$ cat src/rtl/i2c_tgt_pkg.sv
package i2c_tgt_pkg;

    localparam int BYTE_W = 8;
    localparam int PTR_W  = 16;
    localparam int DEV_W  = 7;
    localparam int CNT_W  = 4;

    typedef enum logic [2:0] {
        ST_IDLE,
        ST_RX,
        ST_RX_ACK,
        ST_TX,
        ST_TX_ACK
    } eng_st_e;

    typedef enum logic [1:0] {
        PH_DEV,
        PH_PTR_HI,
        PH_PTR_LO,
        PH_DATA
    } rx_ph_e;

    typedef struct packed {
        eng_st_e           st;
        rx_ph_e            ph;
        logic [CNT_W-1:0]  cnt;
        logic [BYTE_W-1:0] sh;
        logic [BYTE_W-1:0] ptr_hi;
        logic [PTR_W-1:0]  ptr;
        logic [PTR_W-1:0]  waddr;
        logic [BYTE_W-1:0] wdata;
        logic              ctl;
        logic              oe;
        logic              we;
        logic              to_tx;
        logic              acked;
    } eng_s;

    function automatic logic [PTR_W-1:0] page_step(input logic [PTR_W-1:0] p);
        page_step = {p[PTR_W-1:BYTE_W], p[BYTE_W-1:0] + 8'd1};
    endfunction

endpackage

$ cat src/rtl/i2c_line_sync.sv
module i2c_line_sync #(
    parameter int STAGES = 2
) (
    input  logic clk,
    input  logic rst_n,
    input  logic scl_i,
    input  logic sda_i,
    output logic scl_rise,
    output logic scl_fall,
    output logic start_det,
    output logic stop_det,
    output logic sda_lvl
);

    typedef struct packed {
        logic [STAGES-1:0] scl;
        logic [STAGES-1:0] sda;
        logic              scl_prev;
        logic              sda_prev;
    } line_s;

    line_s q, d;
    logic [STAGES-1:0] scl_shift, sda_shift;

    generate
        if (STAGES == 1) begin : g_single
            assign scl_shift = scl_i;
            assign sda_shift = sda_i;
        end else begin : g_chain
            assign scl_shift = {q.scl[STAGES-2:0], scl_i};
            assign sda_shift = {q.sda[STAGES-2:0], sda_i};
        end
    endgenerate

    logic scl_now, sda_now;
    assign scl_now = q.scl[STAGES-1];
    assign sda_now = q.sda[STAGES-1];

    always_comb begin
        d          = q;
        d.scl      = scl_shift;
        d.sda      = sda_shift;
        d.scl_prev = scl_now;
        d.sda_prev = sda_now;
    end

    always_ff @(posedge clk or negedge rst_n) begin
        if (!rst_n) begin
            q <= '1;
        end else begin
            q <= d;
        end
    end

    assign scl_rise  = scl_now & ~q.scl_prev;
    assign scl_fall  = ~scl_now & q.scl_prev;
    assign start_det = scl_now & q.scl_prev & q.sda_prev & ~sda_now;
    assign stop_det  = scl_now & q.scl_prev & ~q.sda_prev & sda_now;
    assign sda_lvl   = sda_now;

endmodule

$ cat src/rtl/i2c_addr_src.sv
module i2c_addr_src #(
    parameter int HI_W = 4,
    parameter int LO_W = 3
) (
    input  logic                 clk,
    input  logic                 rst_n,
    input  logic [HI_W-1:0]      pin_hi,
    input  logic [HI_W-1:0]      cfg_hi,
    input  logic [LO_W-1:0]      cfg_lo,
    input  logic                 use_pins,
    input  logic                 latch_pins,
    output logic [HI_W+LO_W-1:0] dev_addr
);

    typedef struct packed {
        logic [HI_W-1:0] cap;
        logic            done;
    } cap_s;

    cap_s q, d;
    logic [HI_W-1:0] hi_sel;

    always_comb begin
        d = q;
        if (!q.done) begin
            d.cap  = pin_hi;
            d.done = 1'b1;
        end
    end

    always_ff @(posedge clk or negedge rst_n) begin
        if (!rst_n) begin
            q <= '0;
        end else begin
            q <= d;
        end
    end

    always_comb begin
        if (!use_pins) begin
            hi_sel = cfg_hi;
        end else if (latch_pins) begin
            hi_sel = q.cap;
        end else begin
            hi_sel = pin_hi;
        end
    end

    assign dev_addr = {hi_sel, cfg_lo};

endmodule

$ cat src/rtl/i2c_tgt_engine.sv
module i2c_tgt_engine
    import i2c_tgt_pkg::*;
#(
    parameter logic [PTR_W-1:0] CTL_ADDR = 16'h00FD
) (
    input  logic              clk,
    input  logic              rst_n,
    input  logic              scl_rise,
    input  logic              scl_fall,
    input  logic              start_det,
    input  logic              stop_det,
    input  logic              sda_lvl,
    input  logic [DEV_W-1:0]  dev_addr,
    input  logic [BYTE_W-1:0] reg_rdata,
    output logic              sda_oe,
    output logic [PTR_W-1:0]  reg_addr,
    output logic [BYTE_W-1:0] reg_wdata,
    output logic              reg_we
);

    localparam logic [CNT_W-1:0] LAST_BIT = CNT_W'(BYTE_W);

    eng_s q, d;
    logic [BYTE_W-1:0] tx_src;

    assign tx_src = (q.ptr == CTL_ADDR) ? {{(BYTE_W-1){1'b0}}, q.ctl} : reg_rdata;

    always_comb begin
        d    = q;
        d.we = 1'b0;
        if (start_det) begin
            d.st  = ST_RX;
            d.ph  = PH_DEV;
            d.cnt = '0;
            d.oe  = 1'b0;
        end else if (stop_det) begin
            d.st = ST_IDLE;
            d.oe = 1'b0;
        end else begin
            case (q.st)
                ST_RX: begin
                    if (scl_rise && q.cnt < LAST_BIT) begin
                        d.sh  = {q.sh[BYTE_W-2:0], sda_lvl};
                        d.cnt = q.cnt + 1'b1;
                    end else if (scl_fall && q.cnt == LAST_BIT) begin
                        d.cnt = '0;
                        d.oe  = 1'b1;
                        d.st  = ST_RX_ACK;
                        case (q.ph)
                            PH_DEV: begin
                                if (q.sh[BYTE_W-1:1] == dev_addr) begin
                                    d.to_tx = q.sh[0];
                                    d.ph    = PH_PTR_HI;
                                end else begin
                                    d.oe = 1'b0;
                                    d.st = ST_IDLE;
                                end
                            end
                            PH_PTR_HI: begin
                                d.ptr_hi = q.sh;
                                d.ph     = PH_PTR_LO;
                            end
                            PH_PTR_LO: begin
                                d.ptr = {q.ptr_hi, q.sh};
                                d.ph  = PH_DATA;
                            end
                            PH_DATA: begin
                                d.we    = 1'b1;
                                d.waddr = q.ptr;
                                d.wdata = q.sh;
                                if (q.ptr == CTL_ADDR) begin
                                    d.ctl = q.sh[0];
                                end
                                if (!q.ctl) begin
                                    d.ptr = page_step(q.ptr);
                                end
                            end
                            default: d.st = ST_IDLE;
                        endcase
                    end
                end
                ST_RX_ACK: begin
                    if (scl_fall) begin
                        d.cnt = '0;
                        if (q.to_tx) begin
                            d.sh = tx_src;
                            d.oe = ~tx_src[BYTE_W-1];
                            d.st = ST_TX;
                        end else begin
                            d.oe = 1'b0;
                            d.st = ST_RX;
                        end
                    end
                end
                ST_TX: begin
                    if (scl_rise && q.cnt < LAST_BIT) begin
                        d.cnt = q.cnt + 1'b1;
                    end else if (scl_fall && q.cnt != '0) begin
                        if (q.cnt < LAST_BIT) begin
                            d.sh = {q.sh[BYTE_W-2:0], 1'b0};
                            d.oe = ~q.sh[BYTE_W-2];
                        end else begin
                            d.oe = 1'b0;
                            d.st = ST_TX_ACK;
                            if (!q.ctl) begin
                                d.ptr = page_step(q.ptr);
                            end
                        end
                    end
                end
                ST_TX_ACK: begin
                    if (scl_rise) begin
                        d.acked = ~sda_lvl;
                    end else if (scl_fall) begin
                        d.cnt = '0;
                        if (q.acked) begin
                            d.sh = tx_src;
                            d.oe = ~tx_src[BYTE_W-1];
                            d.st = ST_TX;
                        end else begin
                            d.oe = 1'b0;
                            d.st = ST_IDLE;
                        end
                    end
                end
                default: begin
                    d.oe = 1'b0;
                end
            endcase
        end
    end

    always_ff @(posedge clk or negedge rst_n) begin
        if (!rst_n) begin
            q <= '0;
        end else begin
            q <= d;
        end
    end

    assign sda_oe    = q.oe;
    assign reg_we    = q.we;
    assign reg_wdata = q.wdata;
    assign reg_addr  = q.we ? q.waddr : q.ptr;

endmodule

$ cat src/rtl/i2c_regport.sv
module i2c_regport
    import i2c_tgt_pkg::*;
#(
    parameter int               SYNC_STAGES = 2,
    parameter int               HI_W        = 4,
    parameter logic [PTR_W-1:0] CTL_ADDR    = 16'h00FD
) (
    input  logic              clk,
    input  logic              rst_n,
    input  logic              scl_i,
    input  logic              sda_i,
    output logic              sda_oe,
    input  logic [HI_W-1:0]   pin_addr_hi,
    input  logic [HI_W-1:0]   cfg_addr_hi,
    input  logic [6-HI_W:0]   cfg_addr_lo,
    input  logic              addr_from_pins,
    input  logic              addr_pin_latch,
    output logic [PTR_W-1:0]  reg_addr,
    output logic [BYTE_W-1:0] reg_wdata,
    output logic              reg_we,
    input  logic [BYTE_W-1:0] reg_rdata
);

    localparam int LO_W = DEV_W - HI_W;

    logic scl_rise_w, scl_fall_w, start_w, stop_w, sda_lvl_w;
    logic [DEV_W-1:0] dev_addr_w;

    i2c_line_sync #(.STAGES(SYNC_STAGES)) u_sync (
        .clk       (clk),
        .rst_n     (rst_n),
        .scl_i     (scl_i),
        .sda_i     (sda_i),
        .scl_rise  (scl_rise_w),
        .scl_fall  (scl_fall_w),
        .start_det (start_w),
        .stop_det  (stop_w),
        .sda_lvl   (sda_lvl_w)
    );

    i2c_addr_src #(.HI_W(HI_W), .LO_W(LO_W)) u_addr (
        .clk        (clk),
        .rst_n      (rst_n),
        .pin_hi     (pin_addr_hi),
        .cfg_hi     (cfg_addr_hi),
        .cfg_lo     (cfg_addr_lo),
        .use_pins   (addr_from_pins),
        .latch_pins (addr_pin_latch),
        .dev_addr   (dev_addr_w)
    );

    i2c_tgt_engine #(.CTL_ADDR(CTL_ADDR)) u_eng (
        .clk       (clk),
        .rst_n     (rst_n),
        .scl_rise  (scl_rise_w),
        .scl_fall  (scl_fall_w),
        .start_det (start_w),
        .stop_det  (stop_w),
        .sda_lvl   (sda_lvl_w),
        .dev_addr  (dev_addr_w),
        .reg_rdata (reg_rdata),
        .sda_oe    (sda_oe),
        .reg_addr  (reg_addr),
        .reg_wdata (reg_wdata),
        .reg_we    (reg_we)
    );

endmodule

$ cat config.mk
export PLATFORM = sky130hd
export DESIGN_NAME = i2c_regport
export DESIGN_NICKNAME = d
export VERILOG_FILES = /design/src/rtl/i2c_tgt_pkg.sv /design/src/rtl/i2c_line_sync.sv /design/src/rtl/i2c_addr_src.sv /design/src/rtl/i2c_tgt_engine.sv /design/src/rtl/i2c_regport.sv
export SDC_FILE = /design/constraint.sdc
export NUM_CORES = 1
export LEC_CHECK = 0
export ABC_CLOCK_PERIOD_IN_PS = 2400
export BUFFER_PORTS_ARGS = -buffer_cell sky130_fd_sc_hd__clkbuf_2
export CORE_MARGIN = 2
export CORE_UTILIZATION = 40
export CTS_CLUSTER_SIZE = 28
export DETAILED_ROUTE_END_ITERATION = 8
export GPL_TIMING_DRIVEN = 0
export SYNTH_ARGS = -nofsm -noshare
export SYNTH_HDL_FRONTEND = slang
export SYNTH_SLANG_ARGS = --single-unit
$ cat constraint.sdc
create_clock -name clk -period 2.4 [get_ports clk]
set_input_delay 0.24 -clock clk [delete_from_list [all_inputs] [get_ports clk]]
set_output_delay 0.24 -clock clk [all_outputs]
set_load 0.05 [all_outputs]
==> out/qor.yml, run 1 <==
fin_tns_setup_ns: 0
antenna_found_initial: 0
numCtsBuffers: 9
io_buffers: 49
grt_pass1_wl_mm: 16.04
p_leak_nw: 2.385
start_util: 0.4053
vdd_drop_max_uv: 354.2
finalSetupViolCount: 0
synth_adder_area_share: 0.02309
gp_congestion: 0.8655
netlist_area_mm2: 0.004335
wl_per_cell_um: 16.23
dpl.hpwl_mm: 7.024
cts.sinks: 81
synth-simple-area-share: 0.1273
synth_fp_nets: 421
yosysTopAreaCell: "dfrtp_1"
synthMuxAreaShare: 0.1908
drc: 0
clockRootBuffer: "clkbuf_8"
stdcell_count: 599
avgSynthCellArea_um2: 11.17
boundaryPins: 51
worst_pin_slew_ns: 0.7461
synth_async_sr_flop_share: 1.000
cts_buffer_depth: 2
ys_ff_latch: 81
ys_top_cells_by_count: "dfrtp_1 (75), mux2_2 (52), nor2_1 (25), nand2_1 (24), o21ai_0 (21)"
antenna_cells: 0
cp-start-kind: "flop"
slew_viol_final: 0
dr.pass1.iters: 4
status: "completed"
netlist.area_leader.share: 0.4329
nNetsFinal: 487
power_density_mw_per_mm2: 734.1
postRouteAntennaNets: 0
rsz0062_at_grt: "no"
dp.cells: 578
final.setup_skew_ns: 0.009285
synth_cell_types: 63
clk_latency_ns: 0.36
synthXorXnorAreaFrac: 0.01818
fp.dieW_um: 108.1
cp_max_fo: 8
die_y_um: 108.1
post-route-min-period_ns: 2.268
clk_pin_slew_ns: 0.08
drt_iter0_drc: 158
vias: 3245
grt_pass1_vias: 3114
areaGrowthSynthToFinish_pct: 15.84
cp_data_required_time_ns: 2.64
rows: 38
fmax_ghz: 0.4409
grt_max_degree: 58
period_share: 0.9450
syn_inst: 388
cts_tree: "built"
postLayoutCoreUtil: 0.4695
htreeDepth: 3
wl_mm: 9.719
slew_headroom: 0.4993
total_power_mw: 3.687
grt_overflow_total: 0
drive_above_1_share: 0.3312
synth_top_family_by_area: "multiplexers"
synth_compound_area_frac: 0.1342
ys_warn_count: 0
drv_cap: 0
ys_seq_area_frac: 0.4693
crit_arrival_ns: 2.51
synth_ff_type: "dfrtp_1"
synth.area.top_cells: "dfrtp_1 (43%), mux2_2 (14%), mux2_1 (4.4%), dfstp_2 (3.6%), o21ai_0 (2.4%)"
hold_violations: 0
synth_edf_count: 0
synth.most_common_cell: "dfrtp_1"
end_kind: "flop"
critPathKind: "reg2reg"
dieArea_mm2: 0.01169
track_usage: 0.1763
hold_path_class: "in2reg"
vias_per_cell: 5.417
regToRegSetupSlack_ns: 0.13
core_area_mm2: 0.01070
timing repair:
| action | CTS | global route |
|---|---|---|
| buffers inserted | 0 | 2 |
| hold endpoints to repair | 26 | 0 |
| pin swaps | 0 | 1 |
| hold buffers | 3 | 0 |
| endpoints found under the setup margin | 8 | 27 |
| gates resized for setup | 1 | 2 |
critical path, stage by stage (launching register included):
cell and delay, ns:
dfstp_2 0.62, nand3b_1 0.28, nor4_4 0.36, buf_4 0.18, nand2_1 0.07, nor3_1 0.28, mux2_2 0.37
kinds of logic after synthesis:
family | Yosys count
adders and majority gates | 8
xor gates and xnor gates | 9
buffers and inverters | 30
muxes | 74
and+or+nand+nor | 102
other | 1
AOI/OAI and AO/OA | 83
DFF | 81
report_power, final:
group | internal [mW] | switching [mW] | total, mW | leakage (nW)
Sequential | 1.48 | 0.191 | 1.67 | 1.08
Clock | 0.408 | 0.527 | 0.935 | 0.0782
Combinational | 0.462 | 0.619 | 1.08 | 1.23
Total | 2.35 | 1.34 | 3.69 | 2.39
metrics by stage:
stage	setup WS (ns)	hold WS, ns	area [um2]
finish	0.1321	0.1344	5022
global route	0.01909	0.1387	5022
CTS	0.1011	0.1257	4997
detailed placement	0.1113	0.2047	4786
global placement	0.1421	0.3313	4756
floorplan	0.3016	-0.05559	4335
routing by layer:
layer,up-vias,GRT usage,wire [um]
met2,70,0.2817,4573
met4,0,0.04853,76
met3,7,0.03376,401
li1,1539,-,-
met1,1629,0.2456,4666
met5,-,0,0
flip-flops by register name (all words and copies together), names as in the netlist, named ones only:
signal,cells
u_eng.sda_oe,1
u_sync.q,2
u_sync.d,3
u_eng.q,52
u_sync.sda_lvl,1
u_eng.reg_we,1
u_addr.q,5
u_eng.reg_wdata,8
cells in the final DEF (no fill, tap or decap), types with 8 or more instances in the layout:
| master | n |
|---|---|
| nand2_1 | 24 |
| mux2_1 | 17 |
| ha_1 | 8 |
| clkbuf_8 | 10 |
| o21ai_0 | 20 |
| buf_4 | 10 |
| nor2_1 | 25 |
| mux2_2 | 52 |
| inv_1 | 9 |
| dfrtp_1 | 75 |
| a21oi_1 | 20 |
| nand2b_1 | 10 |
| clkbuf_2 | 49 |
| a22o_1 | 8 |
final cells by class:
type	instances	area, um2
Fill cell	1017	5675
Multi-Input combinational cell	277	2153
Sequential cell	81	2034
Timing Repair Buffer	55	320.3
Tap cell	140	175.2
Clock buffer	11	141.4
Buffer	21	125.1
Clock inverter	5	38.79
Inverter	9	33.78
final timing paths:
kind / start / endpoint / depth (start not counted)
max in group asynchronous: rst_n / u_sync.d[5] / 3
hold / removal: pin_addr_hi[1] / u_addr.q[2] / 2
hold reg to reg: u_sync.d[5] / u_sync.d[1] / 0
setup / recovery: u_sync.q[1] / u_eng.q[1] / 6
setup reg to reg: u_sync.q[1] / u_eng.q[1] / 6
min in group asynchronous: rst_n / u_eng.q[24] / 2
No activity file was read; power rests on OpenSTA's default activity.
==> run 2: changes to the inputs <==
SYNTH_HIERARCHICAL = 1   (was default)
==> run 2 against run 1 <==
Effect of this change: final cell count increased by 4.7%; sequential power fell by 5%; wire length increased by 6.1%; power fell by 14%; combinational power down 61%; synthesized cell count up 6.4%; largest cell class unchanged; clock-buffer cell count down 2.
==> out/qor.yml, run 2 <==
status: "completed"
die_y_um: 110.0  # +1.7%
cts_buffer_depth: 2  # unchanged
layout_common_cells: "dfrtp_1 (75), mux2_2 (52), clkbuf_2 (47)"
period_share: 0.9599  # +0.01494
stdcell_count: 627  # +4.7%
grt_pass1_wl_mm: 17.13  # +6.8%
postRouteAntennaNets: 0  # unchanged
synth.area.top_cells: "dfrtp_1 (42%), mux2_2 (13%), dfstp_2 (3.5%), mux2_1 (3.5%), o21ai_0 (2.8%)"
critPathKind: "reg2reg"
fill_cells: 1012  # -0.49%
clk_latency_ns: 0.36  # about the same
final.setup_skew_ns: 0.01438  # +0.005096 ns
largest-register: "u_eng/q"
grt.busiest_layer: "met2"
numCtsBuffers: 9  # unchanged
drc: 0  # unchanged
synth_edf_count: 0  # unchanged
synth_cell_types: 70  # +11%
ys_warn_count: 6  # +6
grt_pass1_vias: 3366  # +8.1%
p_leak_nw: 2.497  # +4.7%
cts.sinks: 81  # unchanged
grt_max_degree: 64  # +10%
netlist.area_leader.share: 0.4177  # -0.01519
crit_arrival_ns: 2.55  # +0.04 ns
ys_seq_area_frac: 0.4528  # -0.01647
wl_mm: 10.32  # +6.1%
multi_input_area_mm2: 0.002248  # +4.4%
finalSetupViolCount: 0  # unchanged
nNetsFinal: 515  # +5.7%
areaGrowthSynthToFinish_pct: 18.35
vdd_drop_max_uv: 311.6  # -12%
gp_congestion: 0.9167  # +5.9%
vias: 3388  # +4.4%
worst_pin_slew_ns: 0.6577  # -0.08838 ns
fmax_ghz: 0.4341  # -1.6%
end_kind: "flop"
drive_above_1_share: 0.3655  # +0.03435
seq_area_mm2: 0.002034  # unchanged
ys_top_cells_by_count: "dfrtp_1 (75), mux2_2 (52), nand2_1 (32), o21ai_0 (25), a21oi_1 (22)"
syn_inst: 413  # +6.4%
total_power_mw: 3.179  # -14%
wl_per_cell_um: 16.45  # +1.4%
ys_ff_latch: 81  # unchanged
antenna_found_initial: 0  # unchanged
synth_fp_nets: 446  # +5.9%
io_buffers: 45  # -8.2%
dieArea_mm2: 0.01210  # +3.5%
dp.cells: 599  # +3.6%
start_util: 0.4127  # +0.007401
dr.pass1.iters: 4  # unchanged
met1_usage: 0.2441  # -0.001499
slew_headroom: 0.5615  # +0.06226
use_met3: 0.04115  # +0.007397
layout_commonest_cell: "dfrtp_1"
synth.most_common_cell: "dfrtp_1"
drt_iter0_drc: 191  # +21%
cp-start-kind: "flop"
grt_overflow_total: 0  # unchanged
drv_cap: 0  # unchanged
hold_path_class: "in2reg"
clk_pin_slew_ns: 0.09  # about the same
power_density_mw_per_mm2: 597.8  # -19%
antenna_cells: 0  # unchanged
hold_violations: 0  # unchanged
cts_tree: "built"
rows: 38  # unchanged
core_area_mm2: 0.01089  # +1.8%
netlist_area_mm2: 0.004493  # +3.6%
avgSynthCellArea_um2: 10.88  # -2.6%
synth_ff_type: "dfrtp_1"
largest_reg_flops: 52  # unchanged
dpl.hpwl_mm: 7.373  # +5.0%
post-route-min-period_ns: 2.304  # +0.03586 ns
use_met2: 0.3046  # +0.02289
track_usage: 0.1835  # +0.007169
cp_max_fo: 10  # +2
yosysTopAreaCell: "dfrtp_1"
htreeDepth: 3  # unchanged
clockRootBuffer: "clkbuf_8"
fp.dieW_um: 110.0  # +1.7%
boundaryPins: 51  # unchanged
slew_viol_final: 0  # unchanged
vias_per_cell: 5.404  # -0.26%
synth_async_sr_flop_share: 1.000  # unchanged
cp_data_required_time_ns: 2.64  # about the same
## run 2: cell types whose count changed in the layout (fill, tap and decap cells not counted), sizes merged, moves of 4 or more
cell	change
inv	+9
nand2	+7
a21oi	+4
buf	+14
o21ai	+4
xor2	-4
a22o	-8
clkinvlp	-4
## run 2: per-stage QoR
stage | cell area (um2) | utilization | TNS (ns) | worst slack [ns] | hold slack, ns
after global placement | 4893 | 0.4494 | -3.610 | -0.1666 | 0.3313
final | 5318 | 0.4884 | 0 | 0.09623 | 0.1047
after detailed placement | 4923 | 0.4522 | -3.326 | -0.1686 | 0.1783
after CTS | 5244 | 0.4816 | 0 | 0.01449 | 0.09347
after floorplan | 4493 | - | -0.04746 | -0.02373 | -0.05559
after global routing | 5318 | 0.4884 | -0.01260 | -0.01260 | 0.09806
## run 2: area by class of cell
class	instances	area share
repair buffers	60	0.07153
inverters	15	0.01059
flip-flops and latches	81	0.3826
multi-input cells	286	0.4228
clock inverters	7	0.02047
plain buffers	29	0.03576
clock buffers	9	0.02329
well taps	140	0.03294
## run 2: layer usage
| metal | vias up | share of wire |
|---|---|---|
| met1 | 1665 | 0.46 |
| li1 | 1621 | - |
| met2 | 88 | 0.48 |
| met5 | - | 0 |
| met3 | 14 | 0.047 |
| met4 | 0 | 0.014 |
## run 2: kinds of logic after synthesis
logic type	after synthesis	synth area share
AO/OA/AOI/OAI	82	0.1184
flip-flops	81	0.4528
AND/OR/NAND/NOR	113	0.1537
adder cells (fa/ha/maj)	8	0.02228
other	1	0.0008346
XOR/XNOR	8	0.01560
buffers and inverters	46	0.05319
multiplexers	74	0.1832
## run 2: worst paths after layout
kind / from / to / slack [ns] / depth (start not counted)
max in group asynchronous: rst_n / u_eng/q[1] / 1.46 / 3
max: u_sync/q[1] / u_eng/q[47] / 0.1 / 8
min: pin_addr_hi[3] / u_addr/q[4] / 0.10 / 2
min reg2reg: u_sync/d[3] / u_sync/sda_lvl / 0.35 / 0
min in group asynchronous: rst_n / u_eng/q[67] / 0.34 / 2
max reg2reg: u_sync/q[1] / u_eng/q[47] / 0.1 / 8
## run 2: where the power goes
part           leakage [nW]  internal [mW]  switching, mW  total [mW]
clock network         0.118          0.610          0.557        1.17
registers              1.09           1.44          0.150        1.59
logic                  1.29          0.194          0.223       0.418
total                  2.50           2.25          0.930        3.18
## run 2: timing repair
| action | 4_1_cts | 5_1_grt |
|---|---|---|
| endpoints found under the setup margin | 47 | 33 |
| endpoints found under the hold margin | 14 | 0 |
| hold buffers | 3 | 0 |
| setup buffers | 4 | 7 |
| pin swaps | 3 | 3 |
| gates resized for setup | 7 | 8 |
## run 2: worst max-delay path: stages, from the launching register on
cell and delay [ns]:
dfstp_2 0.57, nor2b_2 0.16, buf_4 0.18, nand4b_1 0.17, buf_4 0.19, nor3_4 0.20
buf_4 0.16, nand3_2 0.20, mux2_2 0.36
==> run 3: changes to the inputs <==
CELL_PAD_IN_SITES_DETAIL_PLACEMENT = 2   (was default)
CELL_PAD_IN_SITES_GLOBAL_PLACEMENT = 2   (was default)
CORE_UTILIZATION = 39   (was 40)
PLACE_DENSITY_LB_ADDON = 0.1   (was default)
==> run 3 against run 2 <==
Effect of this change: first-iteration DRC count down 37%; clock skew fell by 0.0042 ns; critical path depth is 1 lower; via count increased by 3.9%; non-clock buffer count increased by 1; final cell count increased by 0.64%; largest cell class unchanged; largest power group unchanged; highest routed layer unchanged.
==> out/qor.yml, run 3 (synthesis results as in run 2) <==
status: "completed"
dpl_cell_area_mm2: 0.004927  # about the same
clk_pin_slew_ns: 0.07  # -0.02 ns
drv_cap: 0  # unchanged
numCtsBuffers: 9  # unchanged
post-route-min-period_ns: 2.380  # +0.07668 ns
crit_buf_inv: 1  # -2
multi_input_area_mm2: 0.002253  # +0.22%
vias_per_cell: 5.580  # +3.3%
period_share: 0.9919  # +0.03195
cp_data_required_time_ns: 2.62  # -0.02 ns
areaGrowthSynthToFinish_pct: 19.88
largest_reg_flops: 52  # unchanged
die_y_um: 111.3  # +1.2%
fp.dieW_um: 111.3  # +1.2%
dieArea_mm2: 0.01240  # +2.5%
dp.cells: 602  # +0.50%
drive_above_1_share: 0.3709  # +0.005399
grt_max_degree: 62  # -3.1%
clockRootBuffer: "clkbuf_16"
track_usage: 0.2211  # +0.03760
met3_length_um: 313  # -35%
grt_overflow_total: 0  # unchanged
p_leak_nw: 2.522  # +1.0%
wl_per_cell_um: 20.66  # +26%
wl_met2_mm: 7.014  # +42%
cp_top_family: "simple AND/OR/NAND/NOR gates"
dpl.hpwl_mm: 9.269  # +26%
end_kind: "flop"
cts.sinks: 81  # unchanged
rows: 39  # +2.6%
wl_met1_mm: 5.488  # +15%
layout_commonest_cell: "dfrtp_1"
fill_cells: 1151  # +14%
path_cells: "nor2b_1 -> and4b_1 -> buf_2 -> o311ai_1 -> a211o_4 -> nor2_8 -> mux2_1"
crit_arrival_ns: 2.61  # +0.06 ns
start_util: 0.3969  # -0.01578
slew_headroom: 0.5369  # -0.02463
nNetsFinal: 516  # +0.19%
stdcell_area_mm2: 0.005386  # +1.3%
drt_iter0_drc: 121  # -37%
cp_max_fo: 8  # -2
vdd_drop_max_uv: 381.0  # +22%
hold_violations: 0  # unchanged
critPathKind: "reg2reg"
hold_path_class: "in2reg"
vias: 3521  # +3.9%
cts_buffer_depth: 2  # unchanged
total_power_mw: 3.404  # +7.1%
fmax_ghz: 0.4201  # -3.2%
boundaryPins: 51  # unchanged
rsz0062_at_grt: "yes"
top_layer_used: "met4"
core_area_mm2: 0.01132  # +4.0%
slew_viol_final: 0  # unchanged
io_buffers: 45  # unchanged
worst_pin_slew_ns: 0.6872  # +0.02943 ns
clk_latency_ns: 0.35  # about the same
grt_pass1_vias: 3960  # +18%
regToRegSetupSlack_ns: 0.02  # -0.08 ns
antenna_found_initial: 0  # unchanged
antenna_cells: 0  # unchanged
gp_congestion: 0.7997  # -13%
finalSetupViolCount: 0  # unchanged
wl_mm: 13.04  # +26%
seq_area_mm2: 0.002034  # unchanged
layout_common_cells: "dfrtp_1 (75), mux2_2 (52), clkbuf_2 (47)"
cts_tree: "built"
stdcell_count: 631  # +0.64%
cp_slowest_stage_delay_ns: 0.55  # -0.02 ns
htreeDepth: 3  # unchanged
dr.pass1.iters: 4  # unchanged
power_density_mw_per_mm2: 632.0  # +5.7%
postRouteAntennaNets: 0  # unchanged
largest-register: "u_eng/q"
cp-start-kind: "flop"
cp_slowest_cell: "dfstp_2"
grt_pass1_wl_mm: 21.37  # +25%
drc: 0  # unchanged
final.setup_skew_ns: 0.01022  # -0.004164 ns
[run 3: worst paths after layout]
kind / from / to / cells after the start
hold reg to reg: u_sync/d[3] / u_sync/sda_lvl / 0
min in group asynchronous: rst_n / u_eng/q[32] / 2
setup reg to reg: u_sync/q[1] / flop / 7
max in group asynchronous: rst_n / u_addr/q[4] / 3
hold / removal: pin_addr_hi[0] / u_addr/q[1] / 2
setup / recovery: u_sync/q[1] / flop / 7
[run 3: through the flow]
stage,util,setup WS [ns],hold slack (ns),TNS (ns)
CTS,0.4712,0.02136,0.1154,0
global route,0.4758,-0.07938,0.1311,-1.013
finish,0.4758,0.01955,0.1201,0
floorplan,-,-0.02373,-0.05559,-0.04746
detailed placement,0.4352,-0.2524,0.1903,-6.108
global placement,0.4326,-0.1862,0.3311,-4.198
[run 3: cell type report]
cell class,count,area share
multi-input cells,286,0.4184
well taps,143,0.03322
clock inverters,6,0.009524
inverters,15,0.01045
clock buffers,10,0.04437
flip-flops and latches,81,0.3777
repair buffers,61,0.07201
plain buffers,29,0.03438
[run 3: power breakdown]
part	internal [mW]	switching (mW)	total (mW)
Clock	0.742	0.615	1.36
Sequential	1.45	0.159	1.61
Combinational	0.197	0.245	0.442
[run 3: repair_timing]
action                     CTS  global route
setup endpoints to repair   57            50
setup buffers                7             5
cloned                       0             0
resized for setup            7             6
hold buffers                 3             0
hold endpoints to repair    16             0
pin swaps                    3             2
[run 3: worst reg2reg max path: stages, from the launching register on]
cell and delay (ns):
dfstp_2 0.55, nor2b_1 0.20, and4b_1 0.22, buf_2 0.19, o311ai_1 0.14, a211o_4 0.41
nor2_8 0.18, mux2_1 0.38
[run 3: routing by layer]
| metal | vias up | track usage |
|---|---|---|
| li1 | 1621 | - |
| met5 | - | 0 |
| met3 | 17 | 0.02722 |
| met1 | 1817 | 0.2690 |
| met2 | 66 | 0.4045 |
| met4 | 0 | 0.07654 |
